<file path="src/rtl/sag_pkg.sv">
package sag_pkg;

    localparam int NBANK  = 8;
    localparam int BANK_W = 3;

    typedef enum logic [1:0] {
        PAT_BURST  = 2'd0,
        PAT_COLUMN = 2'd1,
        PAT_STRIDE = 2'd2,
        PAT_BLOCK  = 2'd3
    } pat_e;

    // Skewed placement: low three address bits plus low three row-index bits.
    function automatic logic [BANK_W-1:0] skew_bank(
        input logic [BANK_W-1:0] col_bits,
        input logic [BANK_W-1:0] row_bits
    );
        return col_bits + row_bits;
    endfunction

endpackage

</file>
<file path="src/rtl/sag_lane_addr.sv">
module sag_lane_addr
    import sag_pkg::*;
#(
    parameter int AW       = 16,
    parameter int LANE_IDX = 0,
    parameter int BLK_W    = 4
) (
    input  logic [AW-1:0]        base,
    input  pat_e                 pat,
    input  logic [AW-1:0]        stride,
    input  logic [AW-1:0]        row_len,
    output logic [BANK_W-1:0]    bank,
    output logic [AW-BANK_W-1:0] offs
);
    localparam logic [AW-1:0] K_LIN = AW'(LANE_IDX);
    localparam logic [AW-1:0] K_COL = AW'(LANE_IDX % BLK_W);
    localparam logic [AW-1:0] K_ROW = AW'(LANE_IDX / BLK_W);

    logic [AW-1:0] addr;

    always_comb begin
        unique case (pat)
            PAT_BURST:  addr = base + K_LIN;
            PAT_COLUMN: addr = base + K_LIN * row_len;
            PAT_STRIDE: addr = base + K_LIN * stride;
            default:    addr = base + K_COL + K_ROW * row_len;
        endcase
    end

    assign offs = addr[AW-1:BANK_W];
    assign bank = skew_bank(addr[BANK_W-1:0], addr[2*BANK_W-1:BANK_W]);

endmodule

</file>
<file path="src/rtl/sag_route.sv">
module sag_route
    import sag_pkg::*;
#(
    parameter int LANES  = 8,
    parameter int LANE_W = $clog2(LANES)
) (
    input  logic [LANES-1:0][BANK_W-1:0] bank,
    output logic                         conflict,
    output logic [NBANK-1:0]             used,
    output logic [NBANK-1:0][LANE_W-1:0] lane_of_bank
);
    // Walk from the highest lane down so the lowest lane is written last.
    always_comb begin
        conflict     = 1'b0;
        used         = '0;
        lane_of_bank = '0;
        for (int k = LANES - 1; k >= 0; k--) begin
            if (used[bank[k]]) conflict = 1'b1;
            used[bank[k]]         = 1'b1;
            lane_of_bank[bank[k]] = LANE_W'(k);
        end
    end

endmodule

</file>
<file path="src/rtl/stride_agen.sv">
module stride_agen
    import sag_pkg::*;
#(
    parameter int AW     = 16,
    parameter int LANES  = 8,
    parameter int BLK_W  = 4,
    parameter int LANE_W = $clog2(LANES),
    parameter int OFFS_W = AW - 3
) (
    input  logic                         clk,
    input  logic                         rst,
    input  logic                         in_valid,
    output logic                         in_ready,
    input  logic [AW-1:0]                in_base,
    input  logic [1:0]                   in_pat,
    input  logic [AW-1:0]                in_stride,
    input  logic [AW-1:0]                in_row_len,
    output logic                         out_valid,
    input  logic                         out_ready,
    output logic [LANES-1:0][2:0]        out_bank,
    output logic [LANES-1:0][OFFS_W-1:0] out_offs,
    output logic                         out_conflict,
    output logic [7:0]                   out_bank_used,
    output logic [7:0][LANE_W-1:0]       out_lane_of_bank
);
    typedef struct packed {
        logic [BANK_W-1:0] bank;
        logic [OFFS_W-1:0] offs;
    } loc_t;

    loc_t loc_d [LANES];
    loc_t loc_q [LANES];
    logic valid_q;
    logic take;

    assign in_ready  = !valid_q || out_ready;
    assign take      = in_valid && in_ready;
    assign out_valid = valid_q;

    for (genvar g = 0; g < LANES; g++) begin : g_lane
        sag_lane_addr #(
            .AW       (AW),
            .LANE_IDX (g),
            .BLK_W    (BLK_W)
        ) u_addr (
            .base    (in_base),
            .pat     (pat_e'(in_pat)),
            .stride  (in_stride),
            .row_len (in_row_len),
            .bank    (loc_d[g].bank),
            .offs    (loc_d[g].offs)
        );

        always_ff @(posedge clk) begin
            if (take) loc_q[g] <= loc_d[g];
        end

        assign out_bank[g] = loc_q[g].bank;
        assign out_offs[g] = loc_q[g].offs;
    end

    always_ff @(posedge clk) begin
        if (rst)           valid_q <= 1'b0;
        else if (in_ready) valid_q <= in_valid;
    end

    sag_route #(
        .LANES  (LANES),
        .LANE_W (LANE_W)
    ) u_route (
        .bank         (out_bank),
        .conflict     (out_conflict),
        .used         (out_bank_used),
        .lane_of_bank (out_lane_of_bank)
    );

endmodule

</file>
<file path="config.mk">
export PLATFORM = sky130hd
export DESIGN_NAME = stride_agen
export DESIGN_NICKNAME = d
export VERILOG_FILES = /design/src/rtl/sag_pkg.sv /design/src/rtl/sag_lane_addr.sv /design/src/rtl/sag_route.sv /design/src/rtl/stride_agen.sv
export SDC_FILE = /design/constraint.sdc
export NUM_CORES = 1
export LEC_CHECK = 0
export CAP_MARGIN = 5
export CELL_PAD_IN_SITES_DETAIL_PLACEMENT = 1
export CELL_PAD_IN_SITES_GLOBAL_PLACEMENT = 1
export CORE_UTILIZATION = 49
export CTS_CLUSTER_SIZE = 20
export DETAILED_ROUTE_END_ITERATION = 6
export PLACE_DENSITY_LB_ADDON = 0.1
export SLEW_MARGIN = 10
export SYNTH_ARGS = -nofsm -noshare
export SYNTH_HDL_FRONTEND = slang
export SYNTH_SLANG_ARGS = --single-unit
export TNS_END_PERCENT = 5
</file>
<file path="constraint.sdc">
create_clock -name clk -period 10 [get_ports clk]
set_clock_uncertainty 0.05 [all_clocks]
set_input_delay 2 -clock clk [delete_from_list [all_inputs] [get_ports clk]]
set_output_delay 2 -clock clk [all_outputs]
set_load 0.05 [all_outputs]
</file>
# [After elaboration in Yosys (flattened, before gate mapping)]
# Memories as Yosys holds them, arrays and structs flattened.
# Index checks and enable logic that the tools add are counted.
# Widths: inputs -> output; s select.
[op_classes] bitwise_logic=27 n_eq_ne=2 n_reduce_logical=12 n_addsub=32 order_cmp=16 muxes=64 multipliers=8
[ops] cell="$add 16x16->16" n=17
[ops] cell="$pmux 16 s3" n=4
[ops] cell="$pmux 16 s2" n=3
[ops] cell="$or 8x8->8" n=10
[ops] cell="$demux 3 s3" n=8
[ops] cell="$add 16x3->16 const B" n=4
[ops] cell="$mul 3x16->16 const A" n=4
[ops] cell="$and 16x16->16" n=3
[ops] cell="$not 16->16" n=3
[ops] cell="$or 16x16->16" n=3
[ops] cell="$add 16x2->16 const B" n=2
[ops] cell="$lt 3x4->1 const B" n=8
[ops] cell="$mul 2x16->15 const A" n=2
[ops] cell="$mul 2x16->16 const A" n=2
[ops] cell="$mux 1" n=26
[ops] cell="$add 3x3->3" n=8
[ops] cell="$and 24x24->24" n=1
[ops] cell="$and 8x8->8" n=3
[ops] cell="$demux 1 s3" n=8
[ops] cell="$ge 3x1->1 const B" n=8
[ops] cell="$mux 3" n=8
[ops] cell="$not 24->24" n=1
[ops] cell="$not 8->8" n=3
[ops] cell="$bmux 1 s3" n=7
[ops] cell="7 further kinds" n=15
[word_totals] n_memories=2 in_bits=54 mem_bits_ro=8 register_bits=1 output_inout_bits=163 mem_bits_rw=128
[memory_table] name="loc_q" words=8 word_bits=16 read_ports=8 rd_ports_with_merged_regs=0 wr=8 line="stride_agen.sv:32" text="loc_t loc_q [LANES];"
[memory_table] name="(name not given)" words=8 word_bits=1 read_ports=1 rd_ports_with_merged_regs=0 wr=0 line="sag_route.sv:18" text="if (used[bank[k]]) conflict = 1'b1;"

# [Depth between registers and ports, before layout]
# An unclocked memory read counts as a cell.
[logic_depth] ltp_word=14 depth_mapped=19 mapped_depth_nobuf=19

# [Hierarchy]
# From an unflattened synthesis, not the netlist that was laid out.
[hier_totals] cells_unflattened=2725 area_unflattened_um2=23724.0
[by_module_without_submodules] mod="sag_lane_addr at g_lane[7].u_addr" cells_per_inst=512 seq_area_each_um2=0.0 area_per_inst_um2=4322.9 n_inst=1
[by_module_without_submodules] mod="stride_agen" cells_per_inst=133 seq_area_each_um2=3863.7 area_per_inst_um2=3898.7 n_inst=1
[by_module_without_submodules] mod="sag_lane_addr at g_lane[5].u_addr" cells_per_inst=498 seq_area_each_um2=0.0 area_per_inst_um2=3851.2 n_inst=1
[by_module_without_submodules] mod="sag_lane_addr at g_lane[6].u_addr" cells_per_inst=407 seq_area_each_um2=0.0 area_per_inst_um2=3057.9 n_inst=1
[by_module_without_submodules] mod="sag_lane_addr at g_lane[3].u_addr" cells_per_inst=326 seq_area_each_um2=0.0 area_per_inst_um2=2705.1 n_inst=1
[by_module_without_submodules] mod="sag_lane_addr at g_lane[4].u_addr" cells_per_inst=245 seq_area_each_um2=0.0 area_per_inst_um2=1811.7 n_inst=1
[by_module_without_submodules] mod="sag_route" cells_per_inst=284 seq_area_each_um2=0.0 area_per_inst_um2=1684.1 n_inst=1
[by_module_without_submodules] mod="sag_lane_addr at g_lane[1].u_addr" cells_per_inst=152 seq_area_each_um2=0.0 area_per_inst_um2=1136.1 n_inst=1
[by_module_without_submodules] mod="sag_lane_addr at g_lane[2].u_addr" cells_per_inst=152 seq_area_each_um2=0.0 area_per_inst_um2=1102.3 n_inst=1
[by_module_without_submodules] mod="sag_lane_addr at g_lane[0].u_addr" cells_per_inst=16 seq_area_each_um2=0.0 area_per_inst_um2=153.9 n_inst=1

# [Worst setup path before layout]
# OpenSTA, ideal clock, no wires.
[synth_timing] path_type="input-to-reg" from="input out_ready" to="memory loc_q[0][0] in the netlist's numbering, enable pin" t_required_ns=9.448 setup_ns=0.502 path_buffers=0 t_arrival_ns=5.479 path_stages=2 path_slack_ns=3.969 cell_sequence="nand2b_1 and2_1"
[synth_rtl] item="start, declared" line="stride_agen.sv:19" text="input logic out_ready,"
[synth_rtl] item="end, declared" line="stride_agen.sv:32"

==> summary.txt <==
Run status
  – Status: completed

Clocking
  – Total clock buffers created by CTS: 17
  – Post-CTS setup repair buffer count: 0
  – Master cell of the clock root buffer: clkbuf_16
  – Clock tree sinks: 129
  – Clock edge transition at the registers on the reported setup and hold paths: 0.07 ns
  – Clock tree from TritonCTS: yes
  – CTS H-Tree Depth: 4
  – Post-cts resize count: 0
  – Deepest clock path buffer count: 2
  – Clock Latency Late Sink: 0.49 ns
  – Hold buffer count at cts: 0

Place
  – Pre-CTS worst setup slack: 2.87 ns
  – RePlAce Congestion: 0.934
  – DPL Wire Length: 73600 µm
  – IO buf count: 216

Logic synthesis
  – Most frequent cell after synthesis: inv_1
  – Mean Syn Cell Area: 8.35 µm²
  – Count of flip-flops with a built-in enable after synthesis: 128
  – Register bit count reported by yosys: 129
  – Portion of synthesized cell area occupied by the leading cell type: 17.1%
  – Post-synth top area cell: edfxtp_1
  – Post-synth design cell area: 0.0225 mm²
  – Synthesized netlist cell count: 2697
  – Sequential element share of the synthesized area: 17.2%
  – Netlist cell types: 104
  – Async set or reset register ratio after synthesis: 0%
  – Yosys synthesis warning count: 0
  – Area contributors post-synth: edfxtp_1 (17%), ha_1 (15%), fa_1 (11%), xnor2_1 (7.7%), inv_1 (4.7%)
  – Post-Synthesis Net Count: 3152
  – Leading post-synthesis cells by instance count: inv_1 (280), ha_1 (273), nor2_1 (237)
  – Top flip-flop cell by instance count after synthesis: edfxtp_1

STA
  – Final-report setup violation count: 0
  – Final-report max-slew violation count: 0
  – Max-slew headroom: 3.36%
  – Tightest Pin Transition: 1.44 ns
  – Hold Slack: 0.537 ns
  – Setup TNS Final: 0 ns
  – Number of hold-slack violations in the final timing report: 0
  – Period minus WS final: 6.71 ns
  – RSZ-0062 raised after global routing: false
  – Peak Freq: 0.149 GHz
  – Smallest setup slack after layout: 3.29 ns
  – Final clock period utilization by the worst path: 67.1%

Floorplan
  – Area of the core region: 0.0454 mm²
  – Starting utilization of the core area: 49.6%
  – Die Height: 216 µm
  – I/O pin total: 217
  – Full die area: 0.0468 mm²
  – Standard-cell row count: 78
  – Die X: 216 µm

Worst hold path
  – Hold endpoint: out_valid
  – Hold path depth: 2
  – Class of the worst hold path: reg -> reg
  – HP Start: out_valid

Critical path
  – Cells along the critical path: clkdlybuf4s50_1 -> ha_1 -> inv_1 -> fa_1 -> nor2b_1 -> o21ai_0 -> a21boi_0 -> o21ai_0 -> a211oi_1 -> nor3_1 -> nand3b_1 -> a31oi_1 -> ha_1 -> and3_1 -> o311ai_1 -> a31oi_1 -> and4_1 -> nor3_1 -> xnor2_1 -> mux2i_1
  – Required time reported for the critical path endpoint: 10.18 ns
  – Slack of the worst reg-to-reg path: 7.42 ns
  – FF-to-FF Start: out_valid
  – Critical path capture point type: flop
  – Sort of element at the start of the critical path: primary input
  – Arrival time at the worst endpoint: 6.89 ns
  – Highest net fanout along the worst path: 11
  – Slowest cell on crit path: clkdlybuf4s50_1
  – Maximum single-stage delay on the critical path: 0.93 ns
  – Delay-heaviest family, CP: compound AO/OA/AOI/OAI gates
  – Cells on worst reg2reg path: 3
  – Total buffers and inverters traversed by the critical path: 2
  – R2r endpoint: loc_q[0][54]
  – Critical path start-end classification: in -> reg

Detailed routing
  – DR pass1 iterations: 7
  – Per-cell via count in the routed design: 6.36
  – Antenna-violating nets left: 0
  – DRC viols: 0
  – Number of DRC violations after detailed-routing iteration 0: 1811
  – Via count: 22.3k
  – Routed WL: 92700 µm
  – Avg WL per Cell: 26.4 µm

Global routing
  – Wire length of the first global-routing pass: 140000 µm
  – Total routing usage reported by global routing: 39.7%
  – Residual overflow from global routing: 0
  – Largest net degree at the start of global routing: 66
  – Number of global-route vias before repair: 23.2k
  – Number of antenna violations at the first check in global routing: 0

Power
  – Total design power: 4.58 mW
  – Peak supply drop: 0.266 mV
  – Standby leakage power: 11.1 nW
  – Pwr Density: 176 mW/mm²

Cells and area
  – Area used by sequential logic in the layout: 0.00386 mm²
  – Layout net count: 3345
  – Share of post-route cells with drive strength above 1: 4.58%
  – Layout overhead on the synthesized area: 15.5%
  – Fill cell count: 5441
  – Multi-input gate area in the final layout: 0.0172 mm²

Flow run
  – Count of max-cap constraint violations: 0
tightest hold or removal path, delay by kind of cell, from the launching register on:
family | cells | cell delay [ns]
flip-flops | 1 | 0.33
AO/OA/AOI/OAI | 1 | 0.09
AND/OR/NAND/NOR | 1 | 0.13
worst max-delay path by stage:
stage / from / endpoint / slack [ns] / depth (start not counted)
2_1_floorplan: out_ready / loc_q[0][0] / 3.97 / 2
3_3_place_gp: in_stride[1] / loc_q[1][44] / 2.96 / 20
3_5_place_dp: in_stride[1] / loc_q[1][44] / 2.87 / 20
4_1_cts: in_stride[1] / loc_q[1][44] / 3.37 / 20
5_1_grt: in_stride[1] / loc_q[1][44] / 3.02 / 20
6_report: in_stride[1] / loc_q[1][44] / 3.29 / 20
registers in the layout, summed over array words and instances (netlist names):
signal / flops
out_valid: 1
loc_q: 128
cells by family (layout without fill, tap and decap cells):
| family | after synthesis | count (layout) | share of synthesized area (%) |
|---|---|---|---|
| and+or+nand+nor | 814 | 814 | 17.8 |
| AOI/OAI and AO/OA | 679 | 679 | 19.9 |
| adders and majority gates | 403 | 403 | 26.6 |
| buffers and inverters | 372 | 578 | 6.45 |
| xor gates and xnor gates | 270 | 270 | 10.6 |
| DFF | 129 | 129 | 17.2 |
| muxes | 30 | 30 | 1.43 |
| other | 0 | 1 | 0 |
where the power goes:
part           internal [mW]  leakage (nW)  total, mW  switching [mW]
clock                  0.394         0.288      0.683           0.288
combinational           1.11          9.60       3.05            1.94
sequential             0.721          1.25      0.848           0.127
per-layer routing:
metal / global-route usage, % / part of all wire (%) / wire [µm] / vias to the layer above
li1: - / - / - / 9991
met1: 48.8 / 41 / 37600 / 11000
met2: 65.5 / 47 / 43500 / 988
met3: 6.37 / 6.3 / 5850 / 289
met4: 23.5 / 6.2 / 5710 / 0
met5: 0 / 0 / 0 / -
cell usage in the layout, fill, tap and decap left out, drive strengths merged, types with 11 or more instances in the layout:
cell type	synthesis	final
or3	33	33
edfxtp	128	128
and3b	11	11
nand3b	18	18
nand4	12	12
o31ai	17	17
or2	17	17
and3	28	28
o21ai	144	144
o21bai	27	27
nor3	81	81
a21oi	185	185
inv	287	292
clkbuf	53	18
xnor2	199	199
nor3b	15	15
a211oi	26	26
clkdlybuf4s50	0	216
nor2	238	238
ha	273	273
a21boi	16	16
a21o	64	64
a22oi	12	12
and2	17	17
nand2b	24	24
a31oi	21	21
mux2i	22	22
nor4	18	18
nand3	54	54
nand2	192	192
o211ai	14	14
o21a	29	29
nor2b	34	34
xor2	71	71
buf	31	42
a221oi	25	25
fa	128	128
per-stage QoR:
| step | utilization (%) | instances | instance area, µm² |
|---|---|---|---|
| finish | 57.3 | 3504 | 26000 |
| global route | 57.3 | 3503 | 26000 |
| CTS | 57.3 | 3503 | 26000 |
| detailed placement | 56.0 | 3471 | 25400 |
| global placement | 56.0 | 3471 | 25400 |
| floorplan | - | 2697 | 22500 |
area by class of cell:
class | instances | share of cell area [%]
sequential | 129 | 14.9
multi-input combinational | 2196 | 66.2
clock inverter | 14 | 0.688
inverter | 288 | 4.16
tap | 600 | 2.89
antenna | 1 | 0.00962
clock buffer | 18 | 1.65
timing repair buffer | 258 | 9.52
Note: power is estimated with default switching activity, not from simulation.
